File: src/rtl/sbus_frontend.sv
module sbus_frontend #(
  parameter int ADDR_W    = 15,
  parameter int DATA_W    = 8,
  parameter int REG_SLOTS = 16
) (
  input  logic              clk,
  input  logic              rst_n,
  input  logic              bus_cs_n,
  input  logic              bus_oe_n,
  input  logic              bus_we_n,
  input  logic [ADDR_W-1:0] bus_addr,
  input  logic [DATA_W-1:0] bus_din,
  input  logic              pwr_fail,
  output logic [DATA_W-1:0] bus_dout,
  output logic              bus_drive,
  output logic              rd_ram,
  output logic              rd_reg,
  output logic [ADDR_W-1:0] rd_addr,
  input  logic [DATA_W-1:0] ram_rdata,
  input  logic [DATA_W-1:0] reg_rdata,
  output logic              wr_ram,
  output logic              wr_reg,
  output logic [ADDR_W-1:0] wr_addr,
  output logic [DATA_W-1:0] wr_data
);
  localparam logic [ADDR_W-1:0] REG_BASE = ADDR_W'((1 << ADDR_W) - REG_SLOTS);

  // control order: {pf, oe, we, cs}, active high after inversion
  logic [3:0] ctl_s1, ctl_s2;
  logic [ADDR_W-1:0] a_s1, a_s2;
  logic [DATA_W-1:0] d_s1, d_s2;

  always_ff @(posedge clk or negedge rst_n) begin
    if (!rst_n) begin
      ctl_s1 <= '0;
      ctl_s2 <= '0;
      a_s1   <= '0;
      a_s2   <= '0;
      d_s1   <= '0;
      d_s2   <= '0;
    end else begin
      ctl_s1 <= {pwr_fail, ~bus_oe_n, ~bus_we_n, ~bus_cs_n};
      ctl_s2 <= ctl_s1;
      a_s1   <= bus_addr;
      a_s2   <= a_s1;
      d_s1   <= bus_din;
      d_s2   <= d_s1;
    end
  end

  logic cs_q, we_q, oe_q, pf_q;
  assign cs_q = ctl_s2[0];
  assign we_q = ctl_s2[1];
  assign oe_q = ctl_s2[2];
  assign pf_q = ctl_s2[3];

  logic armed;
  always_ff @(posedge clk or negedge rst_n) begin
    if (!rst_n)     armed <= 1'b0;
    else if (pf_q)  armed <= 1'b0;
    else if (!cs_q) armed <= 1'b1;
  end

  logic sel_ok, wr_act, rd_act, addr_top;
  assign sel_ok   = armed & ~pf_q & cs_q;
  assign wr_act   = sel_ok & we_q;
  assign rd_act   = sel_ok & oe_q & ~we_q;
  assign addr_top = (a_s2 >= REG_BASE);

  assign rd_addr   = a_s2;
  assign rd_ram    = rd_act & ~addr_top;
  assign rd_reg    = rd_act & addr_top;
  assign bus_drive = rd_act;
  assign bus_dout  = addr_top ? reg_rdata : ram_rdata;

  logic              wr_act_d;
  logic [ADDR_W-1:0] lat_addr;
  logic [DATA_W-1:0] lat_data;
  logic              wr_end;
  assign wr_end = wr_act_d & ~wr_act & ~pf_q;

  always_ff @(posedge clk or negedge rst_n) begin
    if (!rst_n) begin
      wr_act_d <= 1'b0;
      lat_addr <= '0;
      lat_data <= '0;
      wr_ram   <= 1'b0;
      wr_reg   <= 1'b0;
      wr_addr  <= '0;
      wr_data  <= '0;
    end else begin
      wr_act_d <= wr_act;
      if (wr_act) begin
        lat_addr <= a_s2;
        lat_data <= d_s2;
      end
      wr_ram <= 1'b0;
      wr_reg <= 1'b0;
      if (wr_end) begin
        wr_ram  <= (lat_addr < REG_BASE);
        wr_reg  <= (lat_addr >= REG_BASE);
        wr_addr <= lat_addr;
        wr_data <= lat_data;
      end
    end
  end

  assert_one_target_R6: assert property (@(posedge clk) disable iff (!rst_n)
    $onehot0({wr_ram, wr_reg}));

  assert_route_ram_R6: assert property (@(posedge clk) disable iff (!rst_n)
    wr_ram |-> (wr_addr < REG_BASE));

  assert_commit_at_end_R5: assert property (@(posedge clk) disable iff (!rst_n)
    (wr_ram || wr_reg) |-> ($past(wr_act_d) && !$past(wr_act)));

  assert_single_pulse_R5: assert property (@(posedge clk) disable iff (!rst_n)
    (wr_ram || wr_reg) |=> !(wr_ram || wr_reg));

  assert_no_drive_in_write_R2: assert property (@(posedge clk) disable iff (!rst_n)
    we_q |-> !bus_drive);

  assert_no_commit_in_fail_R8: assert property (@(posedge clk) disable iff (!rst_n)
    $past(pf_q) |-> !(wr_ram || wr_reg));

  assert_float_in_fail_R7: assert property (@(posedge clk) disable iff (!rst_n)
    pf_q |-> !(bus_drive || rd_ram || rd_reg));

  assert_idle_quiet_R1: assert property (@(posedge clk) disable iff (!rst_n)
    !cs_q |-> !(bus_drive || rd_ram || rd_reg));

  assert_rearm_needs_idle_R9: assert property (@(posedge clk) disable iff (!rst_n)
    ($past(pf_q) && cs_q) |-> !bus_drive);
endmodule

File: config.mk
export PLATFORM = sky130hd
export DESIGN_NAME = sbus_frontend
export DESIGN_NICKNAME = d
export VERILOG_FILES = /design/src/rtl/sbus_frontend.sv
export SDC_FILE = /design/constraint.sdc
export NUM_CORES = 1
export LEC_CHECK = 0
export CAP_MARGIN = 40
export CORE_ASPECT_RATIO = 1.75
export CORE_UTILIZATION = 45
export CTS_CLUSTER_DIAMETER = 60
export CTS_CLUSTER_SIZE = 10
export DETAILED_ROUTE_END_ITERATION = 10
export GPL_TIMING_DRIVEN = 0
export PLACE_DENSITY_LB_ADDON = 0.12
export SYNTH_ARGS = -nofsm -noshare
export SYNTH_HDL_FRONTEND = slang
export SYNTH_SLANG_ARGS = --single-unit
File: constraint.sdc
create_clock -name clk -period 2 [get_ports clk]
set_input_delay 0.6 -clock clk [delete_from_list [all_inputs] [get_ports clk]]
set_output_delay 0.6 -clock clk [all_outputs]
set_load 0.03 [all_outputs]
==> results of run 1 <==
-- worst max path at each step --
stage / from / to / cells after the start
2_1_floorplan: rd_addr[14]$_DFF_PN0_ / bus_dout[0] / 3
3_3_place_gp: rst_n / rd_addr[14]$_DFF_PN0_ / 1
3_5_place_dp: rd_addr[14]$_DFF_PN0_ / bus_dout[2] / 4
4_1_cts: rd_addr[4]$_DFF_PN0_ / bus_dout[1] / 5
5_1_grt: rd_addr[6]$_DFF_PN0_ / bus_dout[1] / 5
6_report: rd_addr[6]$_DFF_PN0_ / bus_dout[1] / 5
-- critical path, stage by stage, from the launching register on --
cell	delay, ns
dfrtp_2	0.38
nand4_1	0.15
nor3_4	0.23
buf_12	0.15
mux2_2	0.34
buf_6	0.14
-- repair_timing --
item                                    CTS  global route
buffers inserted                          2             4
endpoints found under the setup margin   20            27
gates resized for setup                  86            17
hold buffers                              0             0
pin swaps                                 2             0
cloned                                    0             0
-- cells in the mapped netlist, drive strengths merged --
master,number
dfrtp,104
mux2,54
inv,5
buf,4
nand4,4
nand3,3
nor3,2
a21oi,1
and2,1
and2b,1
nand2,1
nand3b,1
nand4b,1
nor2,1
nor2b,1
nor4b,1
-- metrics by stage --
step                utilization [%]  total power [W]  hold slack [ns]
floorplan                         -          0.00309            0.304
global placement               61.8          0.00356            0.332
detailed placement             62.2          0.00360            0.335
CTS                            67.1          0.00544            0.242
global route                   68.1          0.00559            0.270
finish                         68.1          0.00535            0.239
-- routing by layer --
| layer | share of wire (%) | track usage [%] | routed length [µm] |
|---|---|---|---|
| met4 | 2.1 | 7.66 | 121 |
| met3 | 7.2 | 6.15 | 422 |
| met2 | 51 | 26.7 | 3010 |
| met5 | 0 | 0 | 0 |
| met1 | 40 | 18.7 | 2320 |
-- final cells by class --
class	count	area, µm²
buffer	4	25.0
clock buffer	10	239
clock inverter	6	82.6
fill	516	2310
inverter	5	18.8
multi-input combinational	72	759
sequential	104	2620
tap	86	108
timing repair buffer	102	1080
-- kinds of logic (layout without fill, tap and decap cells) --
group	Yosys count	after routing	synth area share, %
muxes	54	54	18.0
and+or+nand+nor	17	17	3.73
DFF	104	104	76.9
buffers and inverters	9	127	1.29
AOI/OAI and AO/OA	1	1	0.148
-- power breakdown --
group | switching [W] | total, W | leakage (nW) | internal, W
clock network | 0.000696 | 0.00182 | 0.158 | 0.00112
registers | 0.000153 | 0.00255 | 1.25 | 0.00240
logic | 0.000486 | 0.000982 | 1.01 | 0.000497
==> impl_metrics.json, run 1 <==
{
  "status": "finished, violations left",
  "violations": "setup timing",
  "max_cap_violations": 0,
  "yosys_warnings": 0,
  "worst_pin_slew_ns": 0.514,
  "clk_latency_ns": 0.34,
  "fin_cells": 389,
  "r2r-end": "lat_addr[3]$_DFFE_PN0P_",
  "fin_area_um2": 4920,
  "start_kind": "register",
  "grt_first_pass_wirelength_mm": 8.96,
  "r2r_slack_ns": 0.52,
  "dr.pass1.iters": 4,
  "postRouteAntennaNets": 0,
  "globalplace.congestion": 0.683,
  "root_buffer": "clkbuf_16",
  "final_common_cell": "dfrtp_1",
  "grt-ovfl-total": 0,
  "fin_crit_sh_pct": 117,
  "synth_fp_nets": 230,
  "hold_path_class": "in -> async",
  "maxSlewViolCount": 0,
  "grt_max_degree": 65,
  "tns_ns": -3.10,
  "io_buffers": 95,
  "wl_per_cell_um": 15.1,
  "cts-buffers-inserted": 9,
  "setup_viol": 10,
  "cts_sinks": 104,
  "synth_area_um2": 3390,
  "ir_drop_v": 0.000774,
  "drt_wl_total_mm": 5.87,
  "power_density_nw_per_um2": 1090,
  "yosys.area.top_type": "dfrtp_1",
  "placed_area_um2": 4500,
  "critPathKind": "reg -> out",
  "coreArea_um2": 7230,
  "reg2reg_from": "armed$_DFFE_PN0P_",
  "rsz0062_at_grt": "true",
  "io_pins": 96,
  "end_kind": "output port",
  "clockBufferDepth": 2,
  "synth_top_area_share_pct": 76.9,
  "rr_worst_depth": 4,
  "yosys-top-cells-area": "dfrtp_1 (77%), mux2_2 (18%), nand4_1 (0.74%)",
  "ys_ff_latch": 104,
  "netlist-cell-type-count": 18,
  "post-place-ws_ns": -0.580,
  "path_clk_slew_ns": 0.06,
  "max_slew_margin_pct": 65.8,
  "leakage_nw": 2.42,
  "setup_slack_ns": -0.331,
  "avgViaCountPerCell": 4.83,
  "syn_to_final_growth_pct": 45.5,
  "grt_pass1_vias": 1837,
  "yosysSeqAreaShare_pct": 76.9,
  "start_util_pct": 46.8,
  "die-area_um2": 7890,
  "dp_hpwl_mm": 4.17,
  "drive_gt1_share_pct": 36.6,
  "syn-mean-instance-area_um2": 18.3,
  "routed-via-count": 1877,
  "placed_cells": 367,
  "cts_tree": "done",
  "cp_data_arrival_time_ns": 1.73,
  "hold_viol": 0,
  "dieHeight_um": 117,
  "mostFrequentLayoutCells": "dfrtp_1 (93), clkdlybuf4s50_1 (58), mux2_2 (54), dlymetal6s2s_1 (16)",
  "post-route-drc-count": 0,
  "htree_levels": 3,
  "fmax_mhz": 429,
  "required_ns": 1.40,
  "drt_iter0_drc": 48,
  "antenna_found_initial": 0,
  "die_w_um": 67.6,
  "n_antenna_cell": 0,
  "critPathMaxFanout": 9,
  "num_rows": 41,
  "nets": 343,
  "fin_skew_ns": 0.00499,
  "syn_inst": 185,
  "grtUsageTotal_pct": 16.4,
  "period_needed_ns": 2.33
}
Power figures use the tool's default switching activity.
==> run 2, diff against run 1 <==
--- a/config.mk
+++ b/config.mk
@@ -7,7 +7,7 @@
 export LEC_CHECK = 0
 export CAP_MARGIN = 40
 export CORE_ASPECT_RATIO = 1.75
-export CORE_UTILIZATION = 45
+export CORE_UTILIZATION = 30
 export CTS_CLUSTER_DIAMETER = 60
 export CTS_CLUSTER_SIZE = 10
 export DETAILED_ROUTE_END_ITERATION = 10
==> impl_metrics.json, run 2 (synthesis gave the netlist of run 1 again) <==
{
  "status": "finished, violations left",
  "violations": "setup timing",
  "cts_tree": "done",
  "antenna_found_initial": 0,
  "dp_hpwl_mm": 4.64,
  "grtUsageTotal_pct": 12.1,
  "end_kind": "output port",
  "grt_first_pass_wirelength_mm": 9.95,
  "placed_cells": 413,
  "start_util_pct": 30.7,
  "setup_slack_ns": -0.331,
  "io_pins": 96,
  "grt_max_degree": 60,
  "setup_viol": 10,
  "required_ns": 1.40,
  "period_needed_ns": 2.33,
  "final_common_cell": "dfrtp_1",
  "drive_gt1_share_pct": 35.2,
  "grt_pass1_vias": 1985,
  "n_antenna_cell": 0,
  "r2r_slack_ns": 0.51,
  "fmax_mhz": 429,
  "root_buffer": "clkbuf_16",
  "nets": 339,
  "rr_worst_depth": 3,
  "start_kind": "register",
  "cts_sinks": 104,
  "io_buffers": 95,
  "post-route-drc-count": 0,
  "wl_per_cell_um": 15.3,
  "leakage_nw": 2.37,
  "fin_crit_sh_pct": 117,
  "mostFrequentLayoutCells": "dfrtp_1 (93), clkdlybuf4s50_1 (59), mux2_2 (52), dlygate4sd2_1 (13)",
  "num_rows": 51,
  "grt-ovfl-total": 0,
  "dieHeight_um": 143,
  "hold_viol": 0,
  "cts-buffers-inserted": 9,
  "r2r-end": "lat_addr[5]$_DFFE_PN0P_",
  "avgViaCountPerCell": 4.42,
  "ir_drop_v": 0.000522,
  "fin_skew_ns": 0.00506,
  "critPathKind": "reg -> out",
  "die_w_um": 82.3,
  "htree_levels": 3,
  "coreArea_um2": 11000,
  "clockBufferDepth": 2,
  "max_cap_violations": 0,
  "dr.pass1.iters": 4,
  "maxSlewViolCount": 0,
  "syn_to_final_growth_pct": 46.0,
  "critPathMaxFanout": 9,
  "max_slew_margin_pct": 60.4,
  "path_clk_slew_ns": 0.06,
  "cp_data_arrival_time_ns": 1.73,
  "globalplace.congestion": 0.635,
  "reg2reg_from": "ctl_s2[3]$_DFF_PN0_",
  "fin_hold_ws_ns": 0.267,
  "worst_pin_slew_ns": 0.593,
  "routed-via-count": 1899,
  "hold_path_class": "in -> async",
  "postRouteAntennaNets": 0,
  "die-area_um2": 11700,
  "clk_latency_ns": 0.33,
  "rsz0062_at_grt": "true",
  "power_density_nw_per_um2": 1090,
  "drt_iter0_drc": 40,
  "drt_wl_total_mm": 6.59,
  "fin_cells": 430
}
[run 2: cell types whose count changed in the layout (fill, tap and decap cells not counted)]
cell             delta
dlygate4sd2_1       +4
clkinv_2            -2
clkbuf_8            +1
clkbuf_1            +1
clkinvlp_4          -1
dlymetal6s2s_1      -5
mux2_2              -2
buf_4               -4
clkdlybuf4s50_1     +1
mux2_4              +2
[run 2: area by class of cell]
cell class	count	area, µm²
well taps	132	165
plain buffers	4	25.0
inverters	5	18.8
multi-input cells	72	767
repair buffers	98	1030
flip-flops and latches	104	2620
clock buffers	12	256
clock inverters	3	65.1
fillers	1035	6100
[run 2: metal layers]
metal	track usage [%]	part of all wire [%]	up-vias	wire [µm]
met5	0	0	-	0
met4	6.09	2.2	0	147
met3	3.33	6.1	12	399
met2	20.9	56	65	3710
met1	13.2	35	975	2330
li1	-	-	847	-
[run 2: critical path: stages, from the launching register on]
cell	delay, ns
dfrtp_2	0.38
nand4_1	0.15
nor3_4	0.23
buf_12	0.16
mux2_2	0.34
buf_6	0.14
[run 2: through the flow]
stage               total power [W]  cell area, µm²  setup TNS (ns)  setup WS (ns)  utilization [%]
global route                0.00562            4940           -3.79         -0.403             44.8
detailed placement          0.00360            4560           -6.38         -0.662             41.3
global placement            0.00358            4530         -364.55          -3.79             41.0
CTS                         0.00549            4890           -3.16         -0.352             44.3
finish                      0.00539            4940           -3.07         -0.331             44.8
floorplan                   0.00309            3410          -0.183        -0.0229                -
[run 2: worst max-delay path by stage]
stage | start | end
2_1_floorplan | rd_addr[14]$_DFF_PN0_ | bus_dout[0]
3_3_place_gp | rst_n | rd_addr[4]$_DFF_PN0_
3_5_place_dp | rd_addr[14]$_DFF_PN0_ | bus_dout[6]
4_1_cts | rd_addr[5]$_DFF_PN0_ | bus_dout[6]
5_1_grt | rd_addr[10]$_DFF_PN0_ | bus_dout[5]
6_report | rd_addr[6]$_DFF_PN0_ | bus_dout[4]
[run 2: where the power goes]
part	switching (W)	leakage (nW)	internal, W
Clock	0.000706	0.159	0.00116
Sequential	0.000156	1.25	0.00240
Combinational	0.000484	0.955	0.000487
[run 2: what timing repair did]
action | CTS | global route
buffers inserted | 1 | 1
resized for setup | 89 | 15
endpoints found under the setup margin | 24 | 22
pin swaps | 2 | 2
hold buffers | 0 | 0
gates cloned | 0 | 0
==> run 3, diff against run 2 <==
--- a/config.mk
+++ b/config.mk
@@ -5,6 +5,7 @@
 export SDC_FILE = /design/constraint.sdc
 export NUM_CORES = 1
 export LEC_CHECK = 0
+export ABC_AREA = 1
 export CAP_MARGIN = 40
 export CORE_ASPECT_RATIO = 1.75
 export CORE_UTILIZATION = 30
==> impl_metrics.json, run 3 <==
{
  "status": "finished, violations left",
  "violations": "DRC, setup timing",
  "fin_skew_ns": 0.00817,
  "start_util_pct": 30.5,
  "r2r-end": "wr_addr[10]$_DFFE_PN0P_",
  "async_flop_share_pct": 100,
  "fmax_mhz": 473,
  "htree_levels": 3,
  "wl_per_cell_um": 12.6,
  "io_buffers": 95,
  "n_antenna_cell": 0,
  "nets": 489,
  "cts-buffers-inserted": 9,
  "cts_tree": "done",
  "worst_pin_slew_ns": 0.528,
  "root_buffer": "clkbuf_16",
  "end_kind": "output port",
  "dieHeight_um": 145,
  "fin_crit_sh_pct": 106,
  "total_power_w": 0.00520,
  "power.share.switching_pct": 26.1,
  "globalplace.congestion": 0.706,
  "leakage_nw": 2.71,
  "cp_data_arrival_time_ns": 1.51,
  "yosys_warnings": 0,
  "final_common_cell": "nand2_1",
  "grt_first_pass_wirelength_mm": 12.4,
  "drt_wl_total_mm": 7.37,
  "placed_area_um2": 4670,
  "drt_iter0_drc": 177,
  "yosysMostFrequentCell": "nand2_1",
  "yosys.area.top_type": "dfrtp_1",
  "p_switching_w": 0.00136,
  "antenna_found_initial": 0,
  "dp_hpwl_mm": 5.10,
  "reg2reg_from": "ctl_s2[3]$_DFF_PN0_",
  "postRouteAntennaNets": 0,
  "drive_gt1_share_pct": 19.8,
  "die_w_um": 83.8,
  "critPathKind": "reg -> out",
  "synth_fp_nets": 358,
  "ys_top_cells_by_count": "nand2_1 (139), dfrtp_1 (104), nand3_1 (24)",
  "syn_to_final_growth_pct": 50.4,
  "grtUsageTotal_pct": 13.1,
  "rsz0062_at_grt": "true",
  "dr.pass1.iters": 7,
  "clockBufferDepth": 2,
  "max_slew_margin_pct": 64.8,
  "hold_viol": 0,
  "critPathMaxFanout": 5,
  "path_clk_slew_ns": 0.06,
  "hold_buffers": 0,
  "ys_ff_latch": 104,
  "ir_drop_v": 0.000443,
  "grt_max_degree": 67,
  "p_comb_share_pct": 17.0,
  "grt-ovfl-total": 0,
  "start_kind": "register",
  "tns_ns": -0.768,
  "fin_area_um2": 5290,
  "io_pins": 96,
  "pwr-share-clk_pct": 35.0,
  "setup_viol": 10,
  "avgViaCountPerCell": 4.30,
  "fin_hold_ws_ns": 0.237,
  "netlist-cell-type-count": 17,
  "num_rows": 52,
  "maxSlewViolCount": 0,
  "coreArea_um2": 11500,
  "power_density_nw_per_um2": 984,
  "synth_top_area_share_pct": 74.0,
  "syn_inst": 313,
  "routed-via-count": 2509,
  "setup_slack_ns": -0.114,
  "p_seq_share_pct": 48.0,
  "syn-mean-instance-area_um2": 11.2,
  "cts_sinks": 104,
  "ys.flop_type": "dfrtp_1",
  "max_cap_violations": 0,
  "intPower_w": 0.00385,
  "r2r_slack_ns": 0.61,
  "yosysSeqAreaShare_pct": 74.0,
  "die-area_um2": 12200,
  "period_needed_ns": 2.11,
  "synth_edf_count": 0,
  "synth_area_um2": 3520,
  "yosys-top-cells-area": "dfrtp_1 (74%), nand2_1 (15%), nand3_1 (3.4%)",
  "required_ns": 1.40,
  "grt_pass1_vias": 2533,
  "post-route-drc-count": 6,
  "hold_path_class": "in -> async",
  "clk_latency_ns": 0.33,
  "mostFrequentLayoutCells": "nand2_1 (124), dfrtp_1 (104), clkdlybuf4s50_1 (59), nand3_1 (24), buf_4 (22)",
  "rr_worst_depth": 6
}
[run 3: changes by cell type in the layout (fill, tap and decap cells not counted), sizes merged, moves of 2 or more]
| cell | previous run | this run |
|---|---|---|
| nand4 | 4 | 9 |
| nand2 | 1 | 140 |
| inv | 5 | 10 |
| nor2 | 1 | 10 |
| buf | 19 | 46 |
| nand3 | 3 | 27 |
| mux2 | 54 | 0 |
| nor3 | 2 | 0 |
[run 3: timing repair]
action,in CTS,in global routing
cloned,2,0
buffers inserted,17,5
resized for setup,101,24
setup endpoints to repair,23,22
pin swaps,19,7
[run 3: cell type report]
class / count / area (µm²)
Multi-Input combinational cell: 190 / 886
Clock inverter: 5 / 81.3
Timing Repair Buffer: 118 / 1200
Tap cell: 135 / 169
Buffer: 11 / 81.3
Fill cell: 1118 / 6230
Sequential cell: 104 / 2600
Inverter: 10 / 37.5
Clock buffer: 11 / 233
[run 3: through the flow]
| stage | cells | setup slack (ns) | utilization (%) |
|---|---|---|---|
| 4_1_cts | 579 | -0.128 | 45.1 |
| 2_1_floorplan | 313 | 0.00348 | - |
| 6_report | 584 | -0.114 | 45.9 |
| 5_1_grt | 584 | -0.220 | 45.9 |
| 3_3_place_gp | 543 | -3.48 | 40.3 |
| 3_5_place_dp | 544 | -0.548 | 40.5 |
[run 3: metal layers]
metal / GRT usage, % / up-vias / wire length, µm
met2: 22.9 / 78 / 3860
met4: 5.52 / 0 / 125
li1: - / 1253 / -
met5: 0 / - / 0
met3: 3.58 / 7 / 440
met1: 14.9 / 1171 / 2940
[run 3: worst max-delay path: stages (launching register included)]
cell     delay (ns)
dfrtp_1        0.37
nand2_2        0.07
nor2_4         0.25
nand3_4        0.18
nand2_2        0.11
nand2_2        0.06
buf_6          0.13
[run 3: how the worst max path moves through the flow]
| stage | start | slack, ns | depth (start not counted) | to |
|---|---|---|---|---|
| finish | rd_addr[5]$_DFF_PN0_ | -0.11 | 6 | bus_dout[0] |
| global route | rd_addr[5]$_DFF_PN0_ | -0.22 | 6 | bus_dout[0] |
| CTS | rd_addr[6]$_DFF_PN0_ | -0.13 | 6 | bus_dout[3] |
| detailed placement | rd_addr[4]$_DFF_PN0_ | -0.55 | 5 | rd_reg |
| global placement | rst_n | -3.48 | 1 | ctl_s1[0]$_DFF_PN0_ |
| floorplan | rd_addr[4]$_DFF_PN0_ | 0.003 | 5 | bus_dout[0] |
[run 3: power groups by stage]
stage / registers [W] / logic, W / clock network (W)
after floorplan: 0.00274 / 0.000208 / 0
final: 0.00250 / 0.000883 / 0.00182
after global routing: 0.00253 / 0.000966 / 0.00196
after global placement: 0.00254 / 0.000845 / 0
after CTS: 0.00250 / 0.000893 / 0.00188
after detailed placement: 0.00254 / 0.000860 / 0
[run 3: logic make-up after synthesis]
kind of cell	share of synthesized area [%]
and+or+nand+nor	22.3
DFF	74.0
buffers and inverters	3.38
AOI/OAI and AO/OA	0.284
